==> config.mk <==
export PLATFORM = sky130hd
export DESIGN_NAME = pwb_bridge
export DESIGN_NICKNAME = d
export VERILOG_FILES = /design/src/rtl/pwb_pkg.sv /design/src/rtl/pwb_post_fifo.sv /design/src/rtl/pwb_order_ctrl.sv /design/src/rtl/pwb_dn_mux.sv /design/src/rtl/pwb_rsp_gen.sv /design/src/rtl/pwb_bridge.sv
export SDC_FILE = /design/constraint.sdc
export NUM_CORES = 1
export LEC_CHECK = 0
export ABC_AREA = 1
export BUFFER_PORTS_ARGS = -buffer_cell sky130_fd_sc_hd__buf_2
export CAP_MARGIN = 20
export CORE_ASPECT_RATIO = 1.1
export CORE_MARGIN = 10
export CORE_UTILIZATION = 59
export CTS_BUF_LIST = sky130_fd_sc_hd__clkbuf_8
export DETAILED_ROUTE_END_ITERATION = 7
export PLACE_DENSITY_LB_ADDON = 0.08
export SLEW_MARGIN = 40
export SYNTH_ARGS = -nofsm -noshare
export SYNTH_HDL_FRONTEND = slang
export SYNTH_SLANG_ARGS = --single-unit
export TNS_END_PERCENT = 20
==> constraint.sdc <==
create_clock -name clk -period 4.5 [get_ports clk]
set_input_delay 0.675 -clock clk [delete_from_list [all_inputs] [get_ports clk]]
set_output_delay 0.675 -clock clk [all_outputs]
set_load 0.02 [all_outputs]
==> src/rtl/pwb_pkg.sv <==
package pwb_pkg;

  typedef enum logic [1:0] {
    ST_OPEN  = 2'd0,
    ST_DRAIN = 2'd1,
    ST_ISSUE = 2'd2,
    ST_WAIT  = 2'd3
  } ord_state_e;

  // wrap a ring pointer
  function automatic int unsigned ptr_next(input int unsigned ptr, input int unsigned depth);
    return (ptr + 1 >= depth) ? 0 : ptr + 1;
  endfunction

  // occupancy after one cycle of pushes and pops
  function automatic int unsigned occ_next(input int unsigned occ, input logic push, input logic pop);
    int unsigned r;
    r = occ;
    if (push && !pop) r = occ + 1;
    if (pop && !push) r = occ - 1;
    return r;
  endfunction

  // a request travels through the posting queue only when it is a memory write
  function automatic logic is_posted(input logic write, input logic io);
    return write && !io;
  endfunction

endpackage

==> src/rtl/pwb_post_fifo.sv <==
module pwb_post_fifo #(
  parameter int DEPTH = 4,
  parameter int AW    = 16,
  parameter int DW    = 32,
  localparam int PW   = (DEPTH > 1) ? $clog2(DEPTH) : 1,
  localparam int CW   = $clog2(DEPTH + 1)
) (
  input  logic          clk,
  input  logic          rst,
  input  logic          push,
  input  logic [AW-1:0] push_addr,
  input  logic [DW-1:0] push_data,
  input  logic          pop,
  output logic [AW-1:0] head_addr,
  output logic [DW-1:0] head_data,
  output logic          empty,
  output logic          full,
  output logic [CW-1:0] count
);
  import pwb_pkg::*;

  logic [AW-1:0] addr_q [DEPTH];
  logic [DW-1:0] data_q [DEPTH];
  logic [PW-1:0] wr_ptr, rd_ptr;
  logic [CW-1:0] count_q;

  for (genvar i = 0; i < DEPTH; i++) begin : g_slot
    always_ff @(posedge clk) begin
      if (push && wr_ptr == PW'(i)) begin
        addr_q[i] <= push_addr;
        data_q[i] <= push_data;
      end
    end
  end

  always_ff @(posedge clk) begin
    if (rst) begin
      wr_ptr  <= '0;
      rd_ptr  <= '0;
      count_q <= '0;
    end else begin
      if (push) wr_ptr <= PW'(ptr_next(int'(wr_ptr), DEPTH));
      if (pop)  rd_ptr <= PW'(ptr_next(int'(rd_ptr), DEPTH));
      count_q <= CW'(occ_next(int'(count_q), push, pop));
    end
  end

  assign head_addr = addr_q[rd_ptr];
  assign head_data = data_q[rd_ptr];
  assign empty     = (count_q == '0);
  assign full      = (count_q == CW'(DEPTH));
  assign count     = count_q;

endmodule

==> src/rtl/pwb_order_ctrl.sv <==
module pwb_order_ctrl #(
  parameter int AW = 16,
  parameter int DW = 32,
  parameter int IW = 2
) (
  input  logic          clk,
  input  logic          rst,
  input  logic          up_req_valid,
  input  logic [AW-1:0] up_req_addr,
  input  logic          up_req_io,
  input  logic          up_req_write,
  input  logic [DW-1:0] up_req_wdata,
  input  logic [IW-1:0] up_req_id,
  input  logic          fifo_full,
  input  logic          fifo_empty,
  input  logic          held_hs,
  input  logic          dn_rsp_valid,
  output logic          up_req_ready,
  output logic          push,
  output logic          np_accept,
  output logic          np_done,
  output logic          held_sel,
  output logic          waiting,
  output logic [AW-1:0] held_addr,
  output logic          held_io,
  output logic          held_write,
  output logic [DW-1:0] held_wdata,
  output logic [IW-1:0] held_id
);
  import pwb_pkg::*;

  ord_state_e state_q, state_d;
  logic       req_posted;
  logic       accept;

  assign req_posted   = is_posted(up_req_write, up_req_io);
  assign up_req_ready = (state_q == ST_OPEN) && !(req_posted && fifo_full);
  assign accept       = up_req_valid && up_req_ready;
  assign push         = accept && req_posted;
  assign np_accept    = accept && !req_posted;
  assign held_sel     = (state_q == ST_ISSUE);
  assign waiting      = (state_q == ST_DRAIN);
  assign np_done      = (state_q == ST_WAIT) && dn_rsp_valid;

  always_comb begin
    state_d = state_q;
    unique case (state_q)
      ST_OPEN:  if (np_accept)  state_d = ST_DRAIN;
      ST_DRAIN: if (fifo_empty) state_d = ST_ISSUE;
      ST_ISSUE: if (held_hs)    state_d = ST_WAIT;
      ST_WAIT:  if (dn_rsp_valid) state_d = ST_OPEN;
      default:  state_d = ST_OPEN;
    endcase
  end

  always_ff @(posedge clk) begin
    if (rst) state_q <= ST_OPEN;
    else     state_q <= state_d;
  end

  always_ff @(posedge clk) begin
    if (rst) begin
      held_addr  <= '0;
      held_io    <= 1'b0;
      held_write <= 1'b0;
      held_wdata <= '0;
      held_id    <= '0;
    end else if (np_accept) begin
      held_addr  <= up_req_addr;
      held_io    <= up_req_io;
      held_write <= up_req_write;
      held_wdata <= up_req_wdata;
      held_id    <= up_req_id;
    end
  end

endmodule

==> src/rtl/pwb_dn_mux.sv <==
module pwb_dn_mux #(
  parameter int AW = 16,
  parameter int DW = 32
) (
  input  logic          held_sel,
  input  logic [AW-1:0] held_addr,
  input  logic          held_io,
  input  logic          held_write,
  input  logic [DW-1:0] held_wdata,
  input  logic          fifo_empty,
  input  logic [AW-1:0] head_addr,
  input  logic [DW-1:0] head_data,
  input  logic          dn_req_ready,
  output logic          dn_req_valid,
  output logic [AW-1:0] dn_req_addr,
  output logic          dn_req_io,
  output logic          dn_req_write,
  output logic [DW-1:0] dn_req_wdata,
  output logic          pop,
  output logic          held_hs
);
  logic fifo_sel;

  assign fifo_sel = !held_sel && !fifo_empty;

  always_comb begin
    if (held_sel) begin
      dn_req_valid = 1'b1;
      dn_req_addr  = held_addr;
      dn_req_io    = held_io;
      dn_req_write = held_write;
      dn_req_wdata = held_wdata;
    end else begin
      dn_req_valid = fifo_sel;
      dn_req_addr  = head_addr;
      dn_req_io    = 1'b0;
      dn_req_write = 1'b1;
      dn_req_wdata = head_data;
    end
  end

  assign pop     = fifo_sel && dn_req_ready;
  assign held_hs = held_sel && dn_req_ready;

endmodule

==> src/rtl/pwb_rsp_gen.sv <==
module pwb_rsp_gen #(
  parameter int DW = 32,
  parameter int IW = 2
) (
  input  logic          clk,
  input  logic          rst,
  input  logic          push,
  input  logic [IW-1:0] up_req_id,
  input  logic          np_done,
  input  logic          held_write,
  input  logic [IW-1:0] held_id,
  input  logic [DW-1:0] dn_rsp_rdata,
  output logic          up_rsp_valid,
  output logic          up_rsp_write,
  output logic [IW-1:0] up_rsp_id,
  output logic [DW-1:0] up_rsp_rdata
);
  always_ff @(posedge clk) begin
    if (rst) begin
      up_rsp_valid <= 1'b0;
      up_rsp_write <= 1'b0;
      up_rsp_id    <= '0;
      up_rsp_rdata <= '0;
    end else if (np_done) begin
      up_rsp_valid <= 1'b1;
      up_rsp_write <= held_write;
      up_rsp_id    <= held_id;
      up_rsp_rdata <= held_write ? '0 : dn_rsp_rdata;
    end else if (push) begin
      up_rsp_valid <= 1'b1;
      up_rsp_write <= 1'b1;
      up_rsp_id    <= up_req_id;
      up_rsp_rdata <= '0;
    end else begin
      up_rsp_valid <= 1'b0;
    end
  end
endmodule

==> src/rtl/pwb_bridge.sv <==
module pwb_bridge #(
  parameter int AW    = 16,
  parameter int DW    = 32,
  parameter int IW    = 2,
  parameter int DEPTH = 4,
  localparam int CW   = $clog2(DEPTH + 1)
) (
  input  logic          clk,
  input  logic          rst,
  input  logic          up_req_valid,
  output logic          up_req_ready,
  input  logic [AW-1:0] up_req_addr,
  input  logic          up_req_io,
  input  logic          up_req_write,
  input  logic [DW-1:0] up_req_wdata,
  input  logic [IW-1:0] up_req_id,
  output logic          up_rsp_valid,
  output logic          up_rsp_write,
  output logic [IW-1:0] up_rsp_id,
  output logic [DW-1:0] up_rsp_rdata,
  output logic          dn_req_valid,
  input  logic          dn_req_ready,
  output logic [AW-1:0] dn_req_addr,
  output logic          dn_req_io,
  output logic          dn_req_write,
  output logic [DW-1:0] dn_req_wdata,
  input  logic          dn_rsp_valid,
  input  logic [DW-1:0] dn_rsp_rdata,
  output logic [CW-1:0] pend_count,
  output logic          busy
);
  // named internal events
  logic          ev_push, ev_pop, ev_np_accept, ev_np_done;
  logic          held_hs, held_sel;
  logic          fifo_empty, fifo_full;
  logic [AW-1:0] head_addr, held_addr;
  logic [DW-1:0] head_data, held_wdata;
  logic          held_io, held_write;
  logic [IW-1:0] held_id;

  pwb_post_fifo #(.DEPTH(DEPTH), .AW(AW), .DW(DW)) u_fifo (
    .clk(clk), .rst(rst),
    .push(ev_push), .push_addr(up_req_addr), .push_data(up_req_wdata),
    .pop(ev_pop), .head_addr(head_addr), .head_data(head_data),
    .empty(fifo_empty), .full(fifo_full), .count(pend_count)
  );

  pwb_order_ctrl #(.AW(AW), .DW(DW), .IW(IW)) u_ctrl (
    .clk(clk), .rst(rst),
    .up_req_valid(up_req_valid), .up_req_addr(up_req_addr), .up_req_io(up_req_io),
    .up_req_write(up_req_write), .up_req_wdata(up_req_wdata), .up_req_id(up_req_id),
    .fifo_full(fifo_full), .fifo_empty(fifo_empty), .held_hs(held_hs),
    .dn_rsp_valid(dn_rsp_valid), .up_req_ready(up_req_ready), .push(ev_push),
    .np_accept(ev_np_accept), .np_done(ev_np_done), .held_sel(held_sel), .waiting(busy),
    .held_addr(held_addr), .held_io(held_io), .held_write(held_write),
    .held_wdata(held_wdata), .held_id(held_id)
  );

  pwb_dn_mux #(.AW(AW), .DW(DW)) u_mux (
    .held_sel(held_sel), .held_addr(held_addr), .held_io(held_io),
    .held_write(held_write), .held_wdata(held_wdata),
    .fifo_empty(fifo_empty), .head_addr(head_addr), .head_data(head_data),
    .dn_req_ready(dn_req_ready), .dn_req_valid(dn_req_valid), .dn_req_addr(dn_req_addr),
    .dn_req_io(dn_req_io), .dn_req_write(dn_req_write), .dn_req_wdata(dn_req_wdata),
    .pop(ev_pop), .held_hs(held_hs)
  );

  pwb_rsp_gen #(.DW(DW), .IW(IW)) u_rsp (
    .clk(clk), .rst(rst), .push(ev_push), .up_req_id(up_req_id),
    .np_done(ev_np_done), .held_write(held_write), .held_id(held_id),
    .dn_rsp_rdata(dn_rsp_rdata), .up_rsp_valid(up_rsp_valid), .up_rsp_write(up_rsp_write),
    .up_rsp_id(up_rsp_id), .up_rsp_rdata(up_rsp_rdata)
  );

endmodule

==> impl_metrics.tcl, run 1 <==
set metrics [dict create \
    outcome "complete, no violations" \
    hp-class "in2reg" \
    synthXorXnorAreaFrac_pct 0 \
    cts_setup_buffers 0 \
    syn_nets 1207 \
    tns_ns 0 \
    drtIter0Drc 410 \
    yosys.cell_types.count 21 \
    vias_per_cell 5.322 \
    antenna_found_initial 4 \
    critPathKind "reg2out" \
    synth_top_family_by_area "compound AO/OA/AOI/OAI gates" \
    synthMuxAreaShare_pct 0 \
    cts.clk_slew.worst_paths_ns 0.06 \
    grt_use_total_pct 19.78 \
    wl_per_cell_um 16.48 \
    start_util_pct 60.19 \
    async_flop_share_pct 0 \
    synth_top_area_share_pct 49.98 \
    synth_edf_count 192 \
    synth_area_leader_cell "edfxtp_1" \
    fmax_mhz 291.5 \
    tightest_slew_ns 0.7888 \
    drv_cap 0 \
    num_rows 53 \
    grt_pass1_vias 8366 \
    p_per_area_nw_per_um2 582.0 \
    io_buffers 180 \
    synth_area_per_cell_sq_um 10.42 \
    synth_compound_area_share_pct 15.27 \
    leakage_nw 5.204 \
    drt_first_pass_iters 5 \
    yosys.area_share.simple_pct 10.54 \
    drive_gt1_share_pct 20.24 \
    layout_min_cycle_time_ns 3.430 \
    fin_cells 1563 \
    die_area_sq_um 25550 \
    cts_buffer_depth 3 \
    gp_congestion 0.8021 \
    synth_flop_cell "edfxtp_1" \
    clock_latency_ns 0.55 \
    synth_fa_ha_area_share_pct 1.258 \
    cts_resized 0 \
    ys_top_cells_by_area "edfxtp_1 50%, dfxtp_1 17%, o21ai_1 8.3%" \
    max_stage_delay_ns 0.58 \
    finalSetupViolCount 0 \
    drt_wl_total_um 25760 \
    cts_hold_buffers 0 \
    multiInputGateArea_sq_um 3166 \
    finish.utilization_pct 69.75 \
    ant_nets 0 \
    cts_tree "done" \
    synth_seq_area_share_pct 67.17 \
    path_cells "inv_1, ha_1, clkinv_2, buf_4, o21ai_1, buf_2" \
    required_ns 3.83 \
    max_slew_margin_pct 47.29 \
    dp.cells 1478 \
    ios 181 \
    regArea_sq_um 7752 \
    ir_worst_vdd_mv 0.4086 \
    grt_max_degree 64 \
    place_area_sq_um 12560 \
    fin_skew_ns 0.03168 \
    core-area_sq_um 19160 \
    rsz0062_at_grt "no" \
    cts-root-buf "clkbuf_8" \
    cp_slowest_cell "clkinv_2" \
    vias 8318 \
    path_delay_family "buffers and inverters" \
    dieWidth_um 153.3 \
    grt_pass1_wl_um 42400 \
    overflow 0 \
    post-synth-top-count-cell "edfxtp_1" \
    drc_errors 0 \
    yosysWarnings 0 \
    syn_inst 1107 \
    clock-sinks 291 \
    layout-area-overhead-vs-synth_pct 15.88 \
    path_max_fanout 50 \
    arrival_ns 2.76 \
    ys_seq_elements 291 \
    place.detailed.hpwl_um 15910 \
    worst_setup_path_end_kind "primary output" \
    stdcell_area_sq_um 13370 \
    period_share_pct 76.23 \
    cts_buffers 45 \
    cts_max_level 2 \
    worst-path-buf-inv 4 \
    finalPower_mw 7.779 \
    nets 1378 \
    dieHeight_um 166.7 \
    r2r_slack_ns 1.70 \
    synthTopCellsByCount "192 x edfxtp_1, 191 x o21ai_1, 162 x nor2_1" \
    fillCellCount 1481 \
    slew_viol_final 0 \
    synthesis.area_sq_um 11530 \
    hold_viol 0 \
    start_kind "flip-flop" \
]
-- metal layers --
metal	global-route usage [%]	share of wire, %	vias up
met1	25.50	43	3864
met2	30.87	46	253
met4	5.270	1.5	4
met3	7.316	9.1	35
li1	-	-	4162
met5	0	0.12	-
-- cells by family after synthesis --
group / Yosys count
compound gates: 352
simple gates: 303
flops: 291
buf+inv: 150
fa+ha+maj: 11
-- worst paths after layout --
kind	start	end	depth (start not counted)
max	u_ctrl.state_q[0]	dn_req_wdata[27]	6
min	up_req_wdata[26]	u_fifo.data_q[0][26]	1
max reg2reg	u_ctrl.state_q[0]	u_fifo.count[2]	12
min reg2reg	u_ctrl.held_id[1]	u_ctrl.held_id[1]	2
-- power breakdown --
group          total [mW]  internal (mW)  switching [mW]
Clock                1.95          0.985           0.967
Sequential           3.23           3.06           0.170
Combinational        2.60          0.821            1.78
Total                7.78           4.86            2.92
-- stage by stage --
step | worst slack [ns] | hold slack, ns
after detailed placement | 1.647 | 0.4440
final | 1.070 | 0.3569
after global placement | 1.741 | 0.4373
after global routing | 0.8406 | 0.3432
after floorplan | 0.8293 | 0.4254
after CTS | 1.027 | 0.3308
-- flip-flops by register name (all words and copies together) (netlist names), named ones only --
signal	cells
u_fifo.count	3
u_ctrl.held_id	2
u_rsp.up_rsp_valid	1
u_rsp.up_rsp_write	1
u_rsp.up_rsp_rdata	32
u_ctrl.state_q	2
u_ctrl.held_wdata	32
u_rsp.up_rsp_id	2
u_ctrl.held_io	1
u_fifo.wr_ptr	2
u_fifo.addr_q	64
u_fifo.rd_ptr	2
u_ctrl.held_addr	16
u_ctrl.held_write	1
u_fifo.data_q	128
-- placed cells by master (no fill, tap or decap), drive strengths merged --
cell type	netlist	layout
nand4	1	1
inv	78	96
nand3	37	37
nor2	164	164
diode	0	2
nand2	98	98
or2	1	1
a21oi	99	99
buf	39	196
o21ai	253	253
clkbuf	33	48
clkinvlp	0	1
ha	10	10
nand3b	2	2
edfxtp	192	192
dfxtp	99	99
fa	1	1
clkinv	0	16
-- cell type report --
type                    count  share of cell area [%]
well taps                 247                   2.312
clock buffers              48                   4.942
multi-input cells         666                   23.68
repair buffers            196                   7.732
clock inverters            35                   1.067
flip-flops and latches    291                   58.00
diodes                      2                 0.03744
inverters                  78                   2.228
No activity file was read; power rests on OpenSTA's default activity.
==> inputs of run 2 (changes only) <==
- ABC_AREA: 1 -> 0
- CORE_UTILIZATION: 59 -> 53
- clock period: 4.5 -> 2.85 ns (I/O delays scaled with it)
==> impl_metrics.tcl, run 2 <==
set metrics [dict create \
    synth_top_area_share_pct 52.07 \
    drive_gt1_share_pct 40.00 \
    dieWidth_um 157.8 \
    critPathKind "reg2out" \
    vias_per_cell 5.500 \
    worst_setup_path_end_kind "primary output" \
    grt_use_total_pct 18.36 \
    dp.cells 1113 \
    leakage_nw 4.918 \
    layout_min_cycle_time_ns 2.687 \
    post-synth-top-count-cell "edfxtp_1" \
    fmax_mhz 372.2 \
    synthesis.area_sq_um 11070 \
    cts_buffers 47 \
    core-area_sq_um 20580 \
    synthXorXnorAreaFrac_pct 0.1582 \
    synth_edf_count 192 \
    max_slew_margin_pct 51.44 \
    dieHeight_um 171.6 \
    cts_max_level 2 \
    cts_hold_buffers 0 \
    die_area_sq_um 27080 \
    cts_buffer_depth 3 \
    grt_pass1_wl_um 38750 \
    synth_top_family_by_area "multiplexers" \
    tns_ns 0 \
    synth_area_per_cell_sq_um 15.89 \
    synth_area_leader_cell "edfxtp_1" \
    gp_congestion 0.7498 \
    synth_compound_area_share_pct 5.876 \
    hp-start "dn_rsp_rdata[27]" \
    drt_first_pass_iters 4 \
    reg_top3 "u_fifo.data_q: 128 flops, u_fifo.addr_q: 64 flops" \
    fillCellCount 1551 \
    tightest_slew_ns 0.7285 \
    drc_errors 0 \
    regMostFlops "u_fifo.data_q" \
    slew_viol_final 0 \
    synth_flop_cell "edfxtp_1" \
    place.detailed.hpwl_um 15770 \
    finalSetupViolCount 0 \
    layout-area-overhead-vs-synth_pct 20.44 \
    grt_max_degree 58 \
    p_per_area_nw_per_um2 822.1 \
    drtIter0Drc 323 \
    fin_cells 1203 \
    start_util_pct 53.81 \
    hp-class "in2reg" \
    largest_reg_flops 128 \
    outcome "complete, no violations" \
    synthTopCellsByCount "192 x edfxtp_1, 104 x nand2_1, 99 x dfxtp_1" \
    clock-sinks 291 \
    drv_cap 0 \
    cts_setup_buffers 0 \
    ios 181 \
    cts_tree "done" \
    synth_seq_area_share_pct 69.97 \
    arrival_ns 2.26 \
    clock_latency_ns 0.55 \
    overflow 0 \
    timing.rr.start "u_ctrl.state_q[0]" \
    yosys.cell_types.count 33 \
    period_share_pct 94.28 \
    rsz0062_at_grt "no" \
    start_kind "flip-flop" \
    yosys.area_share.simple_pct 5.368 \
    vias 6616 \
    synthMuxAreaShare_pct 15.10 \
    finalPower_mw 10.96 \
    async_flop_share_pct 0 \
    final_cell_mix "192 x edfxtp_1, 180 x buf_2, 104 x nand2_1" \
    ant_nets 0 \
    syn_nets 797 \
    wl_per_cell_um 20.68 \
    ys_seq_elements 291 \
    yosysWarnings 0 \
    regArea_sq_um 7752 \
    antenna_found_initial 2 \
    path_max_fanout 24 \
    cts.clk_slew.worst_paths_ns 0.06 \
    grt_pass1_vias 7245 \
    drt_wl_total_um 24880 \
    fin_skew_ns 0.02270 \
    multiInputGateArea_sq_um 3123 \
    ir_worst_vdd_mv 0.5025 \
    synth_fa_ha_area_share_pct 1.311 \
    nets 1006 \
    io_buffers 180 \
    ys_top_cells_by_area "edfxtp_1 52%, dfxtp_1 18%, mux4_2 9.8%" \
    required_ns 2.42 \
    cts-root-buf "clkbuf_8" \
    final_common_cell "edfxtp_1" \
    num_rows 55 \
    hold_viol 0 \
    syn_inst 697 \
]
-- run 2: cell count changes in the layout (fill, tap and decap cells not counted), sizes merged, moves of 32 or more --
cell and change:
o21ai -250, nor2 -151, mux4 +48, mux2 +48
a21oi -43, nand3 -32, a22o +32, inv -69
-- run 2: cell type report --
class	instances	share of cell area, %
clock buffer	52	5.367
timing repair buffer	199	8.698
sequential	291	58.13
clock inverter	36	1.576
multi-input combinational	354	23.42
antenna	2	0.03753
tap	256	2.402
inverter	13	0.3659
-- run 2: worst max-delay path: stages (launching register included) --
cell	delay, ns
dfxtp_4	0.46
buf_12	0.25
mux4_2	0.55
mux2_2	0.29
buf_2	0.16
-- run 2: path summary, 6_finish.rpt --
kind,depth (start not counted),to,slack (ns)
setup / recovery,4,dn_req_addr[10],0.16
hold / removal,2,u_rsp.up_rsp_rdata[27],0.08
setup reg to reg,11,u_fifo.count[2],0.43
hold reg to reg,2,u_ctrl.held_wdata[11],0.45
-- run 2: kinds of logic after synthesis --
| family | count (synthesis) |
|---|---|
| DFF | 291 |
| and+or+nand+nor | 141 |
| xor gates and xnor gates | 2 |
| adders and majority gates | 11 |
| muxes | 101 |
| buffers and inverters | 52 |
| AOI/OAI and AO/OA | 99 |
-- run 2: where the power goes --
group | total, mW | internal, mW | leakage, nW | switching, mW
clock | 3.44 | 1.87 | 0.532 | 1.57
sequential | 4.89 | 4.75 | 2.54 | 0.145
combinational | 2.63 | 1.10 | 1.85 | 1.53
-- run 2: repair_timing --
| action | 4_1_cts | 5_1_grt |
|---|---|---|
| setup endpoints to repair | 0 | 48 |
| endpoints found under the hold margin | 0 | 0 |
| gates resized for setup | 0 | 1 |
-- run 2: metrics by stage --
| step | util (%) | worst slack [ns] | hold WS, ns | instance area, sq um |
|---|---|---|---|---|
| global route | 64.80 | 0.007409 | 0.05545 | 13330 |
| detailed placement | 60.27 | 0.4287 | 0.4453 | 12400 |
| finish | 64.81 | 0.1630 | 0.08482 | 13340 |
| global placement | 60.24 | 0.5363 | 0.4375 | 12400 |
| floorplan | - | 0.1262 | 0.4329 | 11070 |
| CTS | 64.77 | 0.01217 | 0.04643 | 13330 |
-- run 2: layer usage --
layer / vias to the layer above / wire [um] / track usage (%) / share of wire, %
met5: - / 0 / 0 / 0
met2: 176 / 12990 / 31.47 / 52
li1: 3067 / - / - / -
met3: 40 / 1418 / 4.496 / 5.7
met4: 0 / 503 / 6.306 / 2.0
met1: 3333 / 9960 / 22.16 / 40
